==> src/rtl/wtm_pkg.sv <==
package wtm_pkg;
  typedef struct packed {
    logic loadFirst;
    logic stepPair;
    logic finish;
    logic startDiv;
  } wtmStrobe_t;
endpackage

==> src/rtl/wtmCtrl.sv <==
module wtmCtrl
  import wtm_pkg::*;
(
  input  logic       clk,
  input  logic       rstN,
  input  logic       shiftValid,
  input  logic       vecFirst,
  input  logic       vecLast,
  input  logic       avgReq,
  input  logic       divBusy,
  output wtmStrobe_t stb
);
  logic vecOpen;

  always_comb begin
    stb.loadFirst = shiftValid && vecFirst;
    stb.stepPair  = shiftValid && !vecFirst && vecOpen;
    stb.finish    = shiftValid && vecLast && (vecFirst || vecOpen);
    stb.startDiv  = avgReq && !divBusy;
  end

  always_ff @(posedge clk or negedge rstN) begin
    if (!rstN) begin
      vecOpen <= 1'b0;
    end else if (stb.finish) begin
      vecOpen <= 1'b0;
    end else if (stb.loadFirst) begin
      vecOpen <= 1'b1;
    end
  end
endmodule

==> src/rtl/wtmDatapath.sv <==
module wtmDatapath
  import wtm_pkg::*;
#(
  parameter int LEN_W = 7,
  parameter int MET_W = 12,
  parameter int TOT_W = 22,
  parameter int CNT_W = 11
) (
  input  logic             clk,
  input  logic             rstN,
  input  wtmStrobe_t       stb,
  input  logic             shiftBit,
  input  logic [LEN_W-1:0] vecLen,
  output logic [MET_W-1:0] vecMetric,
  output logic             vecDone,
  output logic [TOT_W-1:0] totalMetric,
  output logic [CNT_W-1:0] vecCount
);
  logic             prevBit;
  logic [LEN_W-1:0] weight;
  logic [MET_W-1:0] acc;
  logic [MET_W-1:0] term;
  logic [MET_W-1:0] accNext;
  logic [MET_W-1:0] finalMetric;

  always_comb begin
    term        = (prevBit ^ shiftBit) ? MET_W'(weight) : '0;
    accNext     = acc + term;
    finalMetric = stb.loadFirst ? '0 : accNext;
  end

  always_ff @(posedge clk or negedge rstN) begin
    if (!rstN) begin
      prevBit <= 1'b0;
      weight  <= '0;
      acc     <= '0;
    end else if (stb.loadFirst) begin
      prevBit <= shiftBit;
      weight  <= vecLen - LEN_W'(1);
      acc     <= '0;
    end else if (stb.stepPair) begin
      prevBit <= shiftBit;
      weight  <= weight - LEN_W'(1);
      acc     <= accNext;
    end
  end

  always_ff @(posedge clk or negedge rstN) begin
    if (!rstN) begin
      vecMetric   <= '0;
      vecDone     <= 1'b0;
      totalMetric <= '0;
      vecCount    <= '0;
    end else begin
      vecDone <= stb.finish;
      if (stb.finish) begin
        vecMetric   <= finalMetric;
        totalMetric <= totalMetric + TOT_W'(finalMetric);
        vecCount    <= vecCount + CNT_W'(1);
      end
    end
  end
endmodule

==> src/rtl/wtmDivider.sv <==
module wtmDivider #(
  parameter int NUM_W = 22,
  parameter int DEN_W = 11
) (
  input  logic             clk,
  input  logic             rstN,
  input  logic             start,
  input  logic [NUM_W-1:0] dividend,
  input  logic [DEN_W-1:0] divisor,
  output logic             busy,
  output logic             done,
  output logic [NUM_W-1:0] quotient
);
  localparam int ITER_W = $clog2(NUM_W + 1);

  logic [DEN_W:0]    rem;
  logic [NUM_W-1:0]  work;
  logic [DEN_W-1:0]  den;
  logic [ITER_W-1:0] left;
  logic [DEN_W:0]    trial;
  logic              fits;

  always_comb begin
    trial = {rem[DEN_W-1:0], work[NUM_W-1]};
    fits  = trial >= {1'b0, den};
  end

  always_ff @(posedge clk or negedge rstN) begin
    if (!rstN) begin
      rem      <= '0;
      work     <= '0;
      den      <= '0;
      left     <= '0;
      busy     <= 1'b0;
      done     <= 1'b0;
      quotient <= '0;
    end else begin
      done <= 1'b0;
      if (start && !busy) begin
        rem  <= '0;
        work <= dividend;
        den  <= divisor;
        left <= ITER_W'(NUM_W);
        busy <= 1'b1;
      end else if (busy) begin
        rem  <= fits ? trial - {1'b0, den} : trial;
        work <= {work[NUM_W-2:0], fits};
        left <= left - ITER_W'(1);
        if (left == ITER_W'(1)) begin
          busy     <= 1'b0;
          done     <= 1'b1;
          quotient <= (den == '0) ? '0 : {work[NUM_W-2:0], fits};
        end
      end
    end
  end
endmodule

==> src/rtl/wtmPowerMeter.sv <==
module wtmPowerMeter
  import wtm_pkg::*;
#(
  parameter int MAX_LEN  = 64,
  parameter int MAX_VECS = 1024,
  localparam int LEN_W = $clog2(MAX_LEN + 1),
  localparam int MET_W = $clog2(MAX_LEN * MAX_LEN / 2 + 1),
  localparam int TOT_W = $clog2(MAX_VECS * MAX_LEN * MAX_LEN / 2 + 1),
  localparam int CNT_W = $clog2(MAX_VECS + 1)
) (
  input  logic             clk,
  input  logic             rstN,
  input  logic             shiftValid,
  input  logic             shiftBit,
  input  logic             vecFirst,
  input  logic             vecLast,
  input  logic [LEN_W-1:0] vecLen,
  input  logic             avgReq,
  output logic [MET_W-1:0] vecMetric,
  output logic             vecDone,
  output logic [TOT_W-1:0] totalMetric,
  output logic [CNT_W-1:0] vecCount,
  output logic             avgBusy,
  output logic             avgDone,
  output logic [TOT_W-1:0] avgValue
);
  wtmStrobe_t stb;

  wtmCtrl i_ctrl (
    .clk(clk), .rstN(rstN), .shiftValid(shiftValid), .vecFirst(vecFirst),
    .vecLast(vecLast), .avgReq(avgReq), .divBusy(avgBusy), .stb(stb)
  );

  wtmDatapath #(.LEN_W(LEN_W), .MET_W(MET_W), .TOT_W(TOT_W), .CNT_W(CNT_W)) i_dp (
    .clk(clk), .rstN(rstN), .stb(stb), .shiftBit(shiftBit), .vecLen(vecLen),
    .vecMetric(vecMetric), .vecDone(vecDone), .totalMetric(totalMetric),
    .vecCount(vecCount)
  );

  wtmDivider #(.NUM_W(TOT_W), .DEN_W(CNT_W)) i_div (
    .clk(clk), .rstN(rstN), .start(stb.startDiv), .dividend(totalMetric),
    .divisor(vecCount), .busy(avgBusy), .done(avgDone), .quotient(avgValue)
  );
endmodule

==> config.mk <==
export PLATFORM = sky130hd
export DESIGN_NAME = wtmPowerMeter
export DESIGN_NICKNAME = d
export VERILOG_FILES = /design/src/rtl/wtm_pkg.sv /design/src/rtl/wtmCtrl.sv /design/src/rtl/wtmDatapath.sv /design/src/rtl/wtmDivider.sv /design/src/rtl/wtmPowerMeter.sv
export SDC_FILE = /design/constraint.sdc
export NUM_CORES = 1
export LEC_CHECK = 0
export BUFFER_PORTS_ARGS = -buffer_cell sky130_fd_sc_hd__buf_2
export CAP_MARGIN = 5
export CELL_PAD_IN_SITES_DETAIL_PLACEMENT = 1
export CELL_PAD_IN_SITES_GLOBAL_PLACEMENT = 1
export CORE_MARGIN = 1
export CORE_UTILIZATION = 46
export CTS_BUF_LIST = sky130_fd_sc_hd__clkbuf_16
export DETAILED_ROUTE_END_ITERATION = 6
export PLACE_DENSITY = 0.78
export SYNTH_ARGS = -nofsm -noshare
export SYNTH_HDL_FRONTEND = slang
export SYNTH_SLANG_ARGS = --single-unit
==> constraint.sdc <==
create_clock -name clk -period 4.85 [get_ports clk]
set_input_delay 0.485 -clock clk [delete_from_list [all_inputs] [get_ports clk]]
set_output_delay 0.485 -clock clk [all_outputs]
set_load 0.005 [all_outputs]
==> flow_metrics.py, run 1 <==
metrics = {
    "synthesis": {
        "yosysTopAreaCellShare_pct": 46.7,
        "netlist_instances": 767,
        "synth_edf_count": 0,
        "ys_ff_latch": 140,
        "async_flop_share_pct": 100,
        "yosysWarnings": 0,
        "synth_area_leaders": "dfrtp_1, ha_1, nand2_1, o21ai_0, xnor2_1",
        "syn-cell-area_mm2": 0.00750,
        "ys.flop_type": "dfrtp_1",
        "ys_seq_area_share_pct": 46.7,
        "yosysUniqueCellTypes": 66,
        "postSynthAreaPerCell_um2": 9.78,
        "syn-num-nets": 818,
        "synth_area_leader_cell": "dfrtp_1",
    },
    "floorplan": {
        "core-area_mm2": 0.0159,
        "chipHeight_um": 130,
        "die_width_um": 130,
        "std_cell_rows": 46,
        "dieArea_mm2": 0.0168,
        "start_util_pct": 47.2,
        "pin_count": 84,
    },
    "timing": {
        "finalHoldViolCount": 0,
        "finalCritPeriodShare_pct": 90.7,
        "setup_viol": 0,
        "fin_crit_ns": 4.40,
        "skew_ns": 0.0113,
        "drv_slew": 0,
        "worstMarginPinSlew_ns": 1.31,
        "fin_tns_setup_ns": 0,
        "rsz0062_at_grt": "false",
        "slew_headroom_pct": 12.4,
        "clock.fmax_mhz": 227,
    },
    "run_status": {
        "status": "complete, no violations",
    },
    "worst_setup_path": {
        "path_max_fanout": 7,
        "worst-r2r-setup-slack_ns": 0.45,
        "worstSetupPathType": "register to register",
        "critPathArrivalTime_ns": 4.70,
        "startpoint_type": "register",
        "cp_data_required_time_ns": 5.16,
        "cp-end-kind": "register",
    },
    "power": {
        "finalPower_uw": 6050,
        "max-vdd-ir-drop_mv": 0.327,
        "p_per_area_mw_per_mm2": 696,
        "p_leak_uw": 0.00417,
    },
    "clocking": {
        "cts_tree": "yes",
        "cts_hold_buf": 0,
        "cts_root_buffer": "clkbuf_16",
        "htreeDepth": 4,
        "clk_pin_slew_worst_paths_ns": 0.06,
        "clk_path_buf_depth": 2,
        "cts.sinks": 140,
        "clk_latency_ns": 0.43,
        "post_cts_resize_count": 0,
        "post_cts_buffers": 0,
        "cts_inserted_buffers": 17,
    },
    "drt": {
        "drt-wirelength-per-cell_um": 18.8,
        "drc": 0,
        "vias": 6110,
        "drt_first_pass_iters": 4,
        "drtIter0Drc": 326,
        "totalWireLength_um": 20000,
        "routed_via_density": 5.72,
        "ant_nets": 0,
    },
    "layout": {
        "final_util_pct": 54.7,
        "area_growth_pct": 15.9,
        "nets": 890,
        "final_common_cell": "dfrtp_1",
        "final_cell_mix": "dfrtp_1, nand2_1, buf_2",
        "num_antenna_cells": 0,
        "drive_gt1_share_pct": 15.6,
    },
    "placed_design": {
        "gp_congestion": 0.917,
        "portBuffers": 83,
        "dp_hpwl_um": 13900,
    },
    "flow_run": {
        "max_cap_viol_count": 0,
    },
    "min_path": {
        "hold_path_class": "input port to async pin",
    },
    "grt": {
        "track_usage_pct": 25.9,
        "antenna_found_initial": 0,
        "grt_max_degree": 103,
        "grt_pass1_wl_um": 33500,
        "grt_overflow": 0,
        "grt_pass1_vias": 6467,
    },
}
## cell families after synthesis
family / Yosys count / synth area share [%]
and+or+nand+nor: 234 / 14.4
buffers and inverters: 66 / 3.52
xor gates and xnor gates: 55 / 6.42
AOI/OAI and AO/OA: 207 / 18.6
muxes: 28 / 3.83
adders and majority gates: 37 / 6.47
DFF: 140 / 46.7
## worst max-delay path: stages, from the launching register on
cell and delay, ns:
dfrtp_1 0.38, xor2_1 0.36, and2_1 0.25, ha_1 0.26
a211o_1 0.31, a211oi_1 0.30, nor2b_1 0.09, o21a_1 0.18
o31ai_1 0.32, inv_1 0.09, ha_1 0.42, a21o_1 0.16
a21oi_1 0.09, a21bo_2 0.22, a31oi_1 0.47, o2111ai_1 0.21
xnor2_1 0.16
## report_power, final
group / internal, uW / leakage, uW / total [uW] / switching [uW]
registers: 1600 / 0.00178 / 1990 / 381
logic: 1200 / 0.00210 / 2720 / 1530
clock network: 808 / 0.000294 / 1350 / 537
total: 3610 / 0.00417 / 6050 / 2440
## flip-flops by register name, indices dropped and copies added (netlist names), 11 cells and up
register	flops
i_div.quotient	22
i_div.work	22
i_dp.totalMetric	22
i_dp.acc	12
i_dp.vecMetric	12
i_div.den	11
i_div.rem	11
i_dp.vecCount	11
## per-layer routing
| layer | wire length, um | vias to the layer above | part of all wire, % | global-route usage (%) |
|---|---|---|---|---|
| li1 | - | 2875 | - | - |
| met1 | 8560 | 3108 | 43 | 31.9 |
| met2 | 10400 | 98 | 52 | 45.7 |
| met3 | 723 | 29 | 3.6 | 4.67 |
| met4 | 324 | 0 | 1.6 | 9.30 |
| met5 | 0 | - | 0 | 0 |
## synth_stat cells (3+ instances only)
cell type,count
o21bai_1,4
o21ai_1,5
nand4_1,10
dfrtp_1,140
a21boi_1,3
a22o_1,23
nor2b_1,7
xor2_1,25
o31ai_1,11
a21oi_1,31
o2111a_1,3
o21a_1,11
buf_1,3
nand3_1,11
a21o_1,8
and3_1,4
o211ai_1,9
clkbuf_1,25
fa_1,3
and2_1,18
nor3_1,18
buf_2,7
mux2_2,3
a311o_1,7
ha_1,34
o21ai_0,61
mux2i_1,24
inv_1,28
a211oi_1,10
nand2_1,102
xnor2_1,30
nor2_1,46
## final timing paths
path                                                start                                to  cells past startpoint
hold reg to reg            i_dp.vecMetric[10]$_DFFE_PN0P_    i_dp.vecMetric[10]$_DFFE_PN0P_                      2
min in group clk                                  vecLast        i_ctrl.vecOpen$_DFFE_PN0P_                      2
max in group asynchronous                            rstN   i_dp.totalMetric[7]$_DFFE_PN0P_                      2
setup / recovery                 i_dp.prevBit$_DFFE_PN0P_  i_dp.totalMetric[15]$_DFFE_PN0P_                     16
hold / removal                                       rstN         i_div.rem[10]$_DFFE_PN0P_                      1
setup reg to reg                 i_dp.prevBit$_DFFE_PN0P_  i_dp.totalMetric[15]$_DFFE_PN0P_                     16
## per-stage QoR
stage | std cells | setup WS (ns) | hold WS [ns] | instance area [um^2]
final | 1068 | 0.452 | 0.179 | 8690
after global routing | 1068 | 0.0564 | 0.271 | 8690
after CTS | 1068 | 0.462 | 0.226 | 8690
after detailed placement | 1036 | 0.247 | 0.473 | 8100
after global placement | 1036 | 0.445 | 0.461 | 8100
after floorplan | 767 | 1.04 | 0.189 | 7500
## final cells by class
class	instances	area, um^2
fillers	1841	7190
multi-input cells	561	3740
flip-flops and latches	140	3500
repair buffers	89	467
clock buffers	17	425
well taps	216	270
clock inverters	15	171
inverters	30	113
(Power assumes the default switching activity.)
==> run 2: changes to the inputs <==
- SLEW_MARGIN: unset -> 40
- SYNTH_HIERARCHICAL: unset -> 1
- clock period: 4.85 -> 5.05 ns (I/O delays scaled with it)
==> run 2 against run 1 <==
Utilization is 0.78 points higher. Global-route usage is 0.59 points higher. Critical path depth is 1 lower. Worst setup slack better by 0.22 ns. Largest cell class unchanged. Sequential power is 7% lower. Cell count is 0.66% higher.
==> flow_metrics.py, run 2 <==
metrics = {
    "timing": {
        "finalHoldViolCount": 0,
        "drv_slew": 0,
        "finalCritPeriodShare_pct": 86.7,
        "skew_ns": 0.0130,
        "worstMarginPinSlew_ns": 0.749,
        "setup_viol": 0,
        "fin_tns_setup_ns": 0,
        "rsz0062_at_grt": "false",
        "fin_crit_ns": 4.38,
        "slew_headroom_pct": 49.8,
        "clock.fmax_mhz": 228,
    },
    "synthesis": {
        "ys_seq_area_share_pct": 45.6,
        "yosysUniqueCellTypes": 63,
        "netlist_instances": 767,
        "yosysWarnings": 6,
        "synth_edf_count": 0,
        "async_flop_share_pct": 100,
        "syn-num-nets": 818,
        "syn-cell-area_mm2": 0.00768,
        "synth.most_common_cell": "dfrtp_1",
        "ys.flop_type": "dfrtp_1",
        "yosysTopAreaCellShare_pct": 45.6,
        "ys_ff_latch": 140,
        "postSynthAreaPerCell_um2": 10.0,
        "synth_area_leaders": "dfrtp_1, ha_1, mux2i_1, nand2_1, o21ai_0",
        "yosys-top-cells-count": "dfrtp_1, nand2_1, o21ai_0, nor2_1, mux2i_1",
        "synth_area_leader_cell": "dfrtp_1",
    },
    "power": {
        "p_per_area_mw_per_mm2": 603,
        "p_leak_uw": 0.00413,
        "max-vdd-ir-drop_mv": 0.403,
        "p_switching_uw": 2170,
        "seqPwrFrac_pct": 34.6,
        "swShare_pct": 40.2,
        "finalPower_uw": 5390,
        "comb_power_share_pct": 41.5,
        "p_int_uw": 3220,
        "pwr-share-clk_pct": 24.0,
    },
    "drt": {
        "vias": 6329,
        "drt_first_pass_iters": 4,
        "routed_via_density": 5.89,
        "drc": 0,
        "dr_wl_met2_um": 11300,
        "drt-wirelength-per-cell_um": 20.1,
        "wl_met3_um": 790,
        "totalWireLength_um": 21600,
        "ant_nets": 0,
        "drtIter0Drc": 297,
        "maxUsedRoutingLayer": "met4",
        "drt-met1-wl_um": 9120,
    },
    "layout": {
        "top_regs": "i_div/quotient: 22 flops, i_div/work: 22 flops, i_dp/totalMetric: 22 flops",
        "nets": 897,
        "final_cell_mix": "dfrtp_1, buf_2, nand2_1",
        "drive_gt1_share_pct": 17.8,
        "area_growth_pct": 16.5,
        "num_antenna_cells": 0,
        "final_common_cell": "dfrtp_1",
    },
    "run_status": {
        "status": "complete, no violations",
    },
    "clocking": {
        "htreeDepth": 4,
        "cts_tree": "yes",
        "cts_root_buffer": "clkbuf_16",
        "cts_inserted_buffers": 17,
        "cts_hold_buf": 0,
        "clk_path_buf_depth": 2,
        "post_cts_buffers": 0,
        "cts.sinks": 140,
        "post_cts_resize_count": 0,
        "clk_latency_ns": 0.43,
        "clk_pin_slew_worst_paths_ns": 0.06,
    },
    "floorplan": {
        "std_cell_rows": 46,
        "die_width_um": 131,
        "core-area_mm2": 0.0161,
        "dieArea_mm2": 0.0172,
        "chipHeight_um": 131,
        "start_util_pct": 47.7,
        "pin_count": 84,
    },
    "placed_design": {
        "gp_congestion": 0.875,
        "portBuffers": 83,
        "dp_hpwl_um": 14600,
    },
    "worst_setup_path": {
        "cp-end-kind": "register",
        "critPathArrivalTime_ns": 4.67,
        "worstSetupPathType": "register to register",
        "cp_data_required_time_ns": 5.34,
        "path_max_fanout": 7,
        "startpoint_type": "register",
    },
    "grt": {
        "antenna_found_initial": 0,
        "grt_overflow": 0,
        "track_usage_pct": 26.5,
        "grt_pass1_wl_um": 36400,
        "grt_pass1_vias": 6907,
        "grt_max_degree": 107,
    },
    "min_path": {
        "hold_path_class": "input port to register",
    },
    "flow_run": {
        "max_cap_viol_count": 0,
    },
}
-- run 2: cell count changes in the layout (fill, tap and decap cells not counted), sizes merged, moves of 6 or more --
cell / previous run / this run
nand2: 102 / 79
mux2: 3 / 13
mux2i: 25 / 35
nor4: 2 / 9
xnor2: 30 / 23
and2: 19 / 13
xor2: 25 / 31
-- run 2: cell families (layout without fill, tap and decap cells) --
kind of cell	Yosys count	after routing	share of synthesized area (%)
multiplexers	48	48	6.47
AND/OR/NAND/NOR	226	226	14.4
XOR/XNOR	54	54	6.16
adder cells (fa/ha/maj)	37	37	6.32
flip-flops	140	140	45.6
AO/OA/AOI/OAI	200	200	17.7
buffers and inverters	62	154	3.31
-- run 2: final cells by class --
type | count | area [um^2]
tap | 216 | 270
sequential | 140 | 3500
clock buffer | 17 | 425
inverter | 28 | 105
multi-input combinational | 565 | 3940
clock inverter | 15 | 175
timing repair buffer | 94 | 531
fill | 1830 | 7170
-- run 2: final timing paths --
kind / start / endpoint / slack [ns] / cells past startpoint
max in group asynchronous: rstN / i_div/quotient[11]$_DFFE_PN0P_ / 3.70 / 3
max reg2reg: i_dp/prevBit$_DFFE_PN0P_ / i_dp/totalMetric[15]$_DFFE_PN0P_ / 0.67 / 15
min in group asynchronous: rstN / i_div/rem[10]$_DFFE_PN0P_ / 0.56 / 2
min reg2reg: i_dp/vecMetric[11]$_DFFE_PN0P_ / i_dp/vecMetric[11]$_DFFE_PN0P_ / 0.49 / 2
min: vecLast / i_ctrl/vecOpen$_DFFE_PN0P_ / 0.27 / 2
max: i_dp/prevBit$_DFFE_PN0P_ / i_dp/totalMetric[15]$_DFFE_PN0P_ / 0.67 / 15
-- run 2: metrics by stage --
stage | hold slack (ns) | instances | utilization (%) | worst slack [ns] | instance area [um^2]
finish | 0.270 | 1075 | 55.5 | 0.669 | 8950
global route | 0.267 | 1075 | 55.5 | 0.197 | 8950
CTS | 0.173 | 1073 | 55.3 | 0.693 | 8910
detailed placement | 0.473 | 1041 | 51.6 | 0.513 | 8310
global placement | 0.456 | 1041 | 51.5 | 0.670 | 8300
floorplan | 0.209 | 767 | - | 1.16 | 7680
-- run 2: critical path, cell delays in order (launching register included) --
cell and delay, ns:
dfrtp_1 0.39, xor2_1 0.21, and2_1 0.20, ha_1 0.23, fa_1 0.45, a211oi_1 0.32, o21bai_1 0.13, a21oi_1 0.28
xor2_1 0.23, nor2_1 0.07, ha_1 0.40, a2111oi_0 0.43, o21ai_1 0.21, a21oi_1 0.42, nor3_1 0.11, xor2_1 0.17
-- run 2: power by group through the flow --
stage / Sequential (uW) / Combinational (uW) / Clock [uW]
finish: 1860 / 2240 / 1290
global route: 1910 / 2500 / 1360
CTS: 1870 / 2250 / 1320
detailed placement: 1870 / 2170 / 0
global placement: 1840 / 2030 / 0
floorplan: 1760 / 1570 / 0
-- run 2: metal layers --
metal / GRT usage [%] / up-vias
li1: - / 2935
met1: 32.4 / 3223
met2: 47.2 / 136
met3: 4.44 / 35
met4: 8.89 / 0
met5: 0 / -
